==> config.mk <==
export PLATFORM = sky130hd
export DESIGN_NAME = esum_window_pipe
export DESIGN_NICKNAME = d
export VERILOG_FILES = /design/src/rtl/esum_pkg.sv /design/src/rtl/esum_win_integ.sv /design/src/rtl/esum_adder_tree.sv /design/src/rtl/esum_window_pipe.sv
export SDC_FILE = /design/constraint.sdc
export NUM_CORES = 1
export LEC_CHECK = 0
export ABC_AREA = 1
export BUFFER_PORTS_ARGS = -buffer_cell sky130_fd_sc_hd__buf_2
export CAP_MARGIN = 20
export CORE_UTILIZATION = 40
export DETAILED_ROUTE_END_ITERATION = 10
export HOLD_SLACK_MARGIN = 0.05
export PLACE_DENSITY = 0.68
export SETUP_SLACK_MARGIN = 0.15
export SYNTH_ARGS = -nofsm -noshare
export SYNTH_HDL_FRONTEND = slang
export SYNTH_SLANG_ARGS = --single-unit
==> constraint.sdc <==
create_clock -name clk -period 2.2 [get_ports clk]
set_input_delay 0.11 -clock clk [delete_from_list [all_inputs] [get_ports clk]]
set_output_delay 0.11 -clock clk [all_outputs]
set_load 0.02 [all_outputs]
==> src/rtl/esum_pkg.sv <==
`timescale 1ns/1ps
package esum_pkg;
  // Width of a sum of CNT unsigned values each BITS wide.
  function automatic int grow_bits(input int bits, input int cnt);
    return bits + ((cnt > 1) ? $clog2(cnt) : 0);
  endfunction

  // Largest value of one full window of full-scale samples.
  function automatic longint window_max(input int bits, input int win);
    return longint'(win) * ((longint'(1) << bits) - 1);
  endfunction
endpackage

==> src/rtl/esum_win_integ.sv <==
`timescale 1ns/1ps
module esum_win_integ #(
  parameter int SW  = 12,
  parameter int WIN = 8,
  parameter int WSW = 15
) (
  input  logic           clk,
  input  logic           rst_n,
  input  logic           take,
  input  logic [SW-1:0]  sample,
  output logic [WSW-1:0] win_sum
);
  import esum_pkg::*;
  localparam longint MAXV = window_max(SW, WIN);

  logic [SW-1:0] taps [WIN];

  // Running sum: add the entering sample, drop the one leaving the window.
  always_ff @(posedge clk or negedge rst_n) begin
    if (!rst_n) begin
      for (int i = 0; i < WIN; i++) taps[i] <= '0;
      win_sum <= '0;
    end else if (take) begin
      taps[0] <= sample;
      for (int i = 1; i < WIN; i++) taps[i] <= taps[i-1];
      win_sum <= win_sum + WSW'(sample) - WSW'(taps[WIN-1]);
    end
  end

  // a slot that takes nothing leaves the window sum untouched
  assert_hold_when_idle_R6: assert property (@(posedge clk) disable iff (!rst_n)
    !take |=> $stable(win_sum));

  // the running sum stays within one full-scale window
  assert_no_overflow_R8: assert property (@(posedge clk) disable iff (!rst_n)
    longint'(win_sum) <= MAXV);
endmodule

==> src/rtl/esum_adder_tree.sv <==
`timescale 1ns/1ps
module esum_adder_tree #(
  parameter int     NCH      = 4,
  parameter int     WSW      = 15,
  parameter int     ESW      = 17,
  parameter longint MAX_LEAF = 32760
) (
  input  logic             clk,
  input  logic             rst_n,
  input  logic             adv,
  input  logic             in_valid,
  input  logic [NCH*WSW-1:0] in_sums,
  output logic             out_valid,
  output logic [ESW-1:0]   out_sum
);
  localparam int LEVELS = (NCH > 1) ? $clog2(NCH) : 0;
  localparam int PAD    = 1 << LEVELS;

  logic [PAD*ESW-1:0] leaves;

  // Zero-extend each channel sum; pad unused leaves with zero.
  for (genvar j = 0; j < PAD; j++) begin : g_leaf
    if (j < NCH) begin : g_real
      assign leaves[j*ESW +: ESW] = ESW'(in_sums[j*WSW +: WSW]);
    end else begin : g_pad
      assign leaves[j*ESW +: ESW] = '0;
    end
  end

  if (LEVELS == 0) begin : g_flat
    assign out_sum   = leaves[ESW-1:0];
    assign out_valid = in_valid;
  end else begin : g_tree
    logic [LEVELS-1:0] vpipe;

    for (genvar l = 0; l < LEVELS; l++) begin : g_lvl
      localparam int NIN  = PAD >> l;
      localparam int NOUT = NIN >> 1;
      logic [NIN*ESW-1:0]  src;
      logic [NOUT*ESW-1:0] q;

      if (l == 0) begin : g_src0
        assign src = leaves;
      end else begin : g_srcn
        assign src = g_lvl[l-1].q;
      end

      // One register stage per level of pairwise additions.
      always_ff @(posedge clk or negedge rst_n) begin
        if (!rst_n) begin
          q <= '0;
        end else if (adv) begin
          for (int k = 0; k < NOUT; k++)
            q[k*ESW +: ESW] <= src[2*k*ESW +: ESW] + src[(2*k+1)*ESW +: ESW];
        end
      end
    end

    always_ff @(posedge clk or negedge rst_n) begin
      if (!rst_n)   vpipe <= '0;
      else if (adv) vpipe <= {vpipe[LEVELS-1:0], in_valid} >> 0;
    end

    assign out_sum   = g_lvl[LEVELS-1].q;
    assign out_valid = vpipe[LEVELS-1];
  end

  // the total never exceeds the full-scale sum of all channels
  assert_no_overflow_R8: assert property (@(posedge clk) disable iff (!rst_n)
    out_valid |-> (longint'(out_sum) <= longint'(NCH) * MAX_LEAF));
endmodule

==> src/rtl/esum_window_pipe.sv <==
`timescale 1ns/1ps
module esum_window_pipe #(
  parameter int NCH = 4,
  parameter int SW  = 12,
  parameter int WIN = 8,
  parameter int WSW = esum_pkg::grow_bits(SW, WIN),
  parameter int ESW = esum_pkg::grow_bits(WSW, NCH)
) (
  input  logic               clk,
  input  logic               rst_n,
  input  logic               in_valid,
  output logic               in_ready,
  input  logic [NCH*SW-1:0]  in_samples,
  output logic               chan_valid,
  output logic [NCH*WSW-1:0] chan_sums,
  output logic               out_valid,
  input  logic               out_ready,
  output logic [ESW-1:0]     out_sum
);
  import esum_pkg::*;
  localparam int     FW       = $clog2(WIN + 1);
  localparam longint MAX_LEAF = window_max(SW, WIN);

  logic          adv;
  logic          take;
  logic [FW-1:0] fill;

  // The whole pipeline moves only when downstream accepts.
  assign adv      = out_ready;
  assign in_ready = adv;
  assign take     = in_valid && adv;

  // Counts taken sample sets up to a full window.
  always_ff @(posedge clk or negedge rst_n) begin
    if (!rst_n) begin
      fill       <= '0;
      chan_valid <= 1'b0;
    end else if (adv) begin
      if (take && fill != FW'(WIN)) fill <= fill + 1'b1;
      chan_valid <= in_valid && (fill >= FW'(WIN - 1));
    end
  end

  for (genvar c = 0; c < NCH; c++) begin : g_chan
    esum_win_integ #(.SW(SW), .WIN(WIN), .WSW(WSW)) u_integ (
      .clk     (clk),
      .rst_n   (rst_n),
      .take    (take),
      .sample  (in_samples[c*SW +: SW]),
      .win_sum (chan_sums[c*WSW +: WSW])
    );
  end

  esum_adder_tree #(.NCH(NCH), .WSW(WSW), .ESW(ESW), .MAX_LEAF(MAX_LEAF)) u_tree (
    .clk       (clk),
    .rst_n     (rst_n),
    .adv       (adv),
    .in_valid  (chan_valid),
    .in_sums   (chan_sums),
    .out_valid (out_valid),
    .out_sum   (out_sum)
  );

  // channel sums are flagged valid only over a full window
  assert_valid_needs_full_R3: assert property (@(posedge clk) disable iff (!rst_n)
    chan_valid |-> (fill == FW'(WIN)));

  // a held result stays put while downstream stalls
  assert_stall_holds_R7: assert property (@(posedge clk) disable iff (!rst_n)
    (out_valid && !out_ready) |=> (out_valid && $stable(out_sum)));

  // no channel sum changes on a frozen edge
  assert_stall_chan_R7: assert property (@(posedge clk) disable iff (!rst_n)
    !out_ready |=> ($stable(chan_sums) && $stable(chan_valid)));
endmodule

==> results by group, run 1 <==
Status
  • Status: complete, no violations

Drt
  • Met3 wire length: 2.33 mm
  • Drt drc: 0
  • Vias: 21200
  • Met2 wire len: 27.7 mm
  • Drt first pass iters: 5
  • DRT iter0 DRCs: 1534
  • Final wirelength: 63.1 mm
  • Max Used Layer: met4
  • Final ANT Viol Nets: 0
  • WL per Instance: 13.8 µm
  • Vias/cell: 4.66
  • WL met1: 31.0 mm

GRT
  • Total GRT Usage: 18.8%
  • Vias in the first global route: 20000
  • Initial antenna violation count: 1
  • Largest net degree at the start of global routing: 164
  • First-pass GRT wire length: 102 mm
  • Total gr overflow: 0

Die
  • Die ar.: 66300 µm²
  • Die H: 257 µm
  • Core area: 64500 µm²
  • Site Rows: 93
  • Starting Density: 40.5%
  • IO Count: 132
  • DIE WIDTH: 257 µm

Setup path
  • Critical Path Source: g_chan[1].u_integ.taps[2]
  • Worst setup path class: flip-flop to flip-flop
  • Reg-to-reg setup timing slack: 80 ps
  • R2R depth: 10
  • Max FO, Critical Path: 5
  • Reg-to-Reg End: g_chan[1].u_integ.win_sum[7]
  • CP startpoint kind: flip-flop
  • Crit. End Element: flip-flop
  • WP data required: 2700 ps
  • Worst path arrival time: 2620 ps
  • Worst r2r src: g_chan[1].u_integ.taps[2]

Pwr
  • Lkg Pwr: 17.8 nW
  • Max VDD drop: 754 µV
  • Cell Pwr Density: 1600 nW/µm²
  • Total Power: 52.2 mW

Yosys
  • Post-synthesis cell area: 26100 µm²
  • Area leader, netlist: dfrtp_1
  • Mapped Nets: 3617
  • Yosys top cell area share: 47.9%
  • Synth top area cells: dfrtp_1, nand2_1, inv_1, ha_1, fa_1
  • Netlist cell types: 33
  • Seq cells post-synth: 500
  • Synthesized instance count: 3406
  • Synth Area per Inst: 7.66 µm²
  • Syn. warnings: 0
  • Sequential fraction of the synthesis area: 47.9%

Place
  • DP HPWL: 41.9 mm
  • Post-DP Area: 28500 µm²
  • Count of input and output buffers: 131
  • GP Congestion: 0.898
  • Placed cell count: 4364

Final layout
  • Diodes inserted: 0
  • Most frequent cells in the layout: nand2_1, dfrtp_1, inv_1, buf_2, buf_4
  • Ratio of cells with drive above 1 in the final layout: 21.0%
  • FILL cells: 5977
  • Area of the multi-input gates: 13100 µm²
  • Final cell count without fillers: 4558
  • Layout area overhead: 24.9%
  • Leading cell type in the layout, fill and taps excluded: nand2_1
  • Final net count: 3870
  • Final instance area: 32600 µm²
  • Flip-flop and latch area: 12600 µm²

Clock network
  • CTS tree: built
  • Worst-path clk slew: 60 ps
  • H-tree depth: 2
  • Bufs on Longest Clock Path: 3
  • Clock Latency Late Sink: 620 ps
  • Clock root buffer master: clkbuf_16
  • Num CTS Buffers: 53
  • Clock Sinks: 500

STA
  • Final worst path period share: 96.5%
  • Setup_tns: 0 ps
  • RSZ-0062 raised after global routing: yes
  • Slew Limit Fails: 0
  • Worst-margin pin slew: 758 ps
  • Hold WS: 147 ps
  • Tmin final: 2120 ps
  • Relative slew slack: 49.5%
  • Setup Viol. Count Final: 0
  • Layout Skew: 19.1 ps
  • Highest clock rate: 0.471 GHz
  • Fin. Hold Viols: 0

Worst hold path
  • HP Start: in_valid
  • Worst Hold End: g_chan[3].u_integ.taps[29]
  • Hold path depth: 5
  • Hold Path Class: input port to flip-flop

Job
  • MaxCap Viol Count: 0
==> metrics by stage <==
step | worst slack [ps] | utilization (%)
floorplan | 116 | -
global route | -40.7 | 50.6
detailed placement | 59.0 | 44.1
CTS | 101 | 48.7
global placement | 67.0 | 44.1
finish | 77.3 | 50.6
==> worst max-delay path: stages (launching register included) <==
cell and delay [ps]:
dfrtp_1 390, fa_1 520, inv_2 50, ha_4 250, or2_1 240, and2_4 200
nand2_2 60, nand2_2 50, xor2_1 150, nand2_1 60, nand2_1 50
==> cells by family (layout without fill, tap and decap cells) <==
logic type,Yosys count,count (layout),synth area share [%]
AOI/OAI and AO/OA,178,178,3.45
buffers and inverters,552,849,8.54
and+or+nand+nor,1992,1992,30.2
adders and majority gates,159,159,9.09
xor gates and xnor gates,25,25,0.839
DFF,500,500,47.9
==> what timing repair did <==
| action | 4_1_cts | 5_1_grt |
|---|---|---|
| hold buffers | 53 | 0 |
| buffers inserted | 11 | 31 |
| setup endpoints to repair | 43 | 59 |
| endpoints found under the hold margin | 560 | 0 |
| pin swaps | 41 | 162 |
| gates resized for setup | 76 | 305 |
==> synth_stat cells <==
| cell | instances |
|---|---|
| nand2_1 | 1684 |
| dfrtp_1 | 500 |
| inv_1 | 438 |
| nand3_1 | 135 |
| o21ai_0 | 112 |
| ha_1 | 108 |
| nor2_1 | 94 |
| buf_2 | 83 |
| a21oi_1 | 57 |
| fa_1 | 51 |
| xnor2_1 | 19 |
| clkbuf_1 | 16 |
| nor3_1 | 15 |
| nand3b_1 | 14 |
| nand4_1 | 14 |
| or2_1 | 12 |
| or2_0 | 10 |
| buf_4 | 6 |
| xor2_1 | 6 |
| and2_4 | 5 |
| o21ai_1 | 5 |
| buf_6 | 4 |
| inv_2 | 4 |
| nand3_2 | 3 |
| or2_2 | 3 |
| a211oi_1 | 1 |
| a31oi_1 | 1 |
| and2_1 | 1 |
| clkbuf_2 | 1 |
| nand2_2 | 1 |
| nand2_4 | 1 |
| o22ai_1 | 1 |
| o31a_1 | 1 |
==> how the worst max path moves through the flow <==
stage | end | cells past startpoint | slack [ps]
2_1_floorplan | g_chan[3].u_integ.win_sum[8] | 13 | 120
3_3_place_gp | g_chan[1].u_integ.win_sum[13] | 12 | 70
3_5_place_dp | g_chan[0].u_integ.win_sum[6] | 11 | 60
4_1_cts | g_chan[1].u_integ.win_sum[8] | 10 | 100
5_1_grt | g_chan[3].u_integ.win_sum[13] | 12 | -40
6_report | g_chan[1].u_integ.win_sum[7] | 10 | 80
==> layout make-up <==
| type | instances | area share, % |
|---|---|---|
| timing repair buffer | 308 | 7.20 |
| inverter | 442 | 5.17 |
| clock buffer | 73 | 4.73 |
| tap | 855 | 3.28 |
| sequential | 500 | 38.6 |
| multi-input combinational | 2354 | 40.1 |
| clock inverter | 26 | 0.998 |
==> sequential cells by signal, summed over array words and instances, names as in the netlist <==
register,count
chan_valid,1
fill,4
g_chan.u_integ.taps,384
g_chan.u_integ.win_sum,60
u_tree.g_tree.g_lvl.q,32
u_tree.g_tree.vpipe,2
u_tree.out_sum,17
==> where the power goes <==
| part | internal (mW) | switching [mW] |
|---|---|---|
| combinational | 12.0 | 17.4 |
| clock | 5.63 | 3.92 |
| sequential | 11.6 | 1.57 |
==> routing by layer <==
layer | GRT usage [%] | vias up
li1 | - | 10800
met1 | 27.7 | 9953
met2 | 28.6 | 351
met3 | 2.12 | 112
met4 | 6.59 | 0
met5 | 0 | -
No activity file was read; power rests on OpenSTA's default activity.
==> run 2: changes to the inputs <==
--- a/config.mk
+++ b/config.mk
@@ -11,7 +11,7 @@
 export CORE_UTILIZATION = 40
 export DETAILED_ROUTE_END_ITERATION = 10
 export HOLD_SLACK_MARGIN = 0.05
-export PLACE_DENSITY = 0.68
+export PLACE_DENSITY = 0.67
 export SETUP_SLACK_MARGIN = 0.15
 export SYNTH_ARGS = -nofsm -noshare
 export SYNTH_HDL_FRONTEND = slang
==> results by group, run 2 (synthesis results as in run 1) <==
Status
  • Status: complete, but fails checks
  • Failing checks: setup timing

STA
  • Setup Viol. Count Final: 1
  • Slew Limit Fails: 0
  • Hold WS: 98.5 ps
  • Fin. Hold Viols: 0
  • Relative slew slack: 59.8%
  • RSZ-0062 raised after global routing: yes
  • Worst-margin pin slew: 603 ps
  • Final WS setup: -8.08 ps
  • Tmin final: 2210 ps
  • Highest clock rate: 0.453 GHz
  • Final worst path period share: 100%
  • Layout Skew: 11.7 ps

Setup path
  • Worst path arrival time: 2720 ps
  • Cell-by-cell trace of the critical path: inv_2 -> fa_1 -> buf_4 -> fa_2 -> inv_2 -> nand3_2 -> nand3_4 -> a21oi_2 -> or2_1 -> nand3_1 -> nand2_1
  • Max incr delay on CP: 420 ps
  • Buf/Inv on CP: 3
  • Max FO, Critical Path: 4
  • Crit. End Element: flip-flop
  • Worst setup path class: flip-flop to flip-flop
  • Critical path's slowest cell: fa_1
  • WP data required: 2710 ps
  • Critical path's most frequent cell: inv_2
  • Family with the most delay on the worst path: adder cells
  • CP startpoint kind: flip-flop
  • Critical Path Source: g_chan[3].u_integ.win_sum[1]
  • Worst r2r src: g_chan[3].u_integ.win_sum[1]

GRT
  • Vias in the first global route: 20000
  • Total GRT Usage: 19.0%
  • Largest net degree at the start of global routing: 141
  • Total gr overflow: 0
  • Initial antenna violation count: 1
  • First-pass GRT wire length: 103 mm

Clock network
  • Clock Sinks: 500
  • Clock root buffer master: clkbuf_16
  • Worst-path clk slew: 60 ps
  • Num CTS Buffers: 54
  • Clock Latency Late Sink: 620 ps
  • Bufs on Longest Clock Path: 3
  • H-tree depth: 2
  • CTS tree: built

Place
  • Placed cell count: 4364
  • Count of input and output buffers: 131
  • Setup slack at placement: 6.44 ps
  • DP HPWL: 42.7 mm
  • GP Congestion: 0.902

Drt
  • Drt first pass iters: 5
  • Final wirelength: 63.4 mm
  • Drt drc: 0
  • Vias: 21200
  • WL per Instance: 13.9 µm
  • Vias/cell: 4.64
  • DRT iter0 DRCs: 1426
  • Final ANT Viol Nets: 0

Die
  • Core area: 64500 µm²
  • Die ar.: 66300 µm²
  • Starting Density: 40.5%
  • DIE WIDTH: 257 µm
  • IO Count: 132
  • Die H: 257 µm
  • Site Rows: 93

Final layout
  • Diodes inserted: 0
  • Max FFs per register: 384
  • Most frequent cells in the layout: nand2_1, dfrtp_1, inv_1, buf_2, buf_4
  • Ratio of cells with drive above 1 in the final layout: 20.3%
  • Biggest register: g_chan.u_integ.taps
  • Final core utilization: 50.5%
  • Largest registers: g_chan.u_integ.taps: 384 flops, g_chan.u_integ.win_sum: 60 flops, u_tree.g_tree.g_lvl.q: 32 flops
  • Layout area overhead: 24.6%
  • Final net count: 3870
  • Leading cell type in the layout, fill and taps excluded: nand2_1
  • Final cell count without fillers: 4558

Job
  • MaxCap Viol Count: 0

Pwr
  • Lkg Pwr: 17.8 nW
  • Total Power: 52.0 mW
  • Cell Pwr Density: 1600 nW/µm²
  • Max VDD drop: 770 µV

Worst hold path
  • Hold Path Class: input port to flip-flop
  • HP Start: in_valid
[run 2: cell count changes in the layout (fill, tap and decap cells not counted), sizes merged]
cell,delta
clkinv,-1
dlygate4sd3,-1
clkbuf,+4
clkinvlp,-2
[run 2: area by class of cell]
class | count | area (µm²)
fill | 6030 | 31900
sequential | 500 | 12600
timing repair buffer | 307 | 2350
clock buffer | 77 | 1560
clock inverter | 23 | 324
multi-input combinational | 2354 | 13000
inverter | 442 | 1670
tap | 855 | 1070
[run 2: power by group]
part           internal [mW]  switching, mW  total [mW]
clock                   5.67           3.93        9.60
combinational           11.8           17.3        29.2
sequential              11.7           1.56        13.2
[run 2: worst paths after layout]
path | to | slack [ps] | cells past startpoint
min in group asynchronous | g_chan[1].u_integ.taps[47] | 500 | 3
max | g_chan[3].u_integ.win_sum[8] | -8 | 11
max in group asynchronous | g_chan[1].u_integ.win_sum[1] | 1000 | 5
max reg2reg | g_chan[3].u_integ.win_sum[8] | -8 | 11
min reg2reg | g_chan[0].u_integ.taps[37] | 460 | 2
min | g_chan[1].u_integ.taps[35] | 100 | 5
[run 2: routing by layer]
| layer | part of all wire [%] | routed length [µm] | global-route usage (%) | vias up |
|---|---|---|---|---|
| met2 | 45 | 28400 | 29.2 | 369 |
| met3 | 3.8 | 2420 | 2.36 | 92 |
| li1 | - | - | - | 10800 |
| met1 | 49 | 30900 | 27.7 | 9869 |
| met5 | 0 | 0 | 0 | - |
| met4 | 2.6 | 1660 | 5.83 | 0 |
[run 2: per-stage QoR]
| stage | instance area [µm²] | setup TNS, ps |
|---|---|---|
| 5_1_grt | 32500 | -227 |
| 2_1_floorplan | 26500 | 0 |
| 3_5_place_dp | 28500 | 0 |
| 3_3_place_gp | 28500 | 0 |
| 4_1_cts | 31600 | 0 |
| 6_report | 32500 | -8.08 |
[run 2: worst min-delay path, cell delays in order]
cell	delay [ps]
buf_2	130
nand2_8	140
inv_8	150
nand2_1	90
nand2_1	40
[run 2: timing repair]
| action | in CTS | in global routing |
|---|---|---|
| endpoints found under the setup margin | 43 | 56 |
| resized for setup | 107 | 252 |
| cloned | 0 | 0 |
| endpoints found under the hold margin | 508 | 0 |
| pin swaps | 55 | 115 |
| setup buffers | 22 | 20 |
| hold buffers | 52 | 0 |
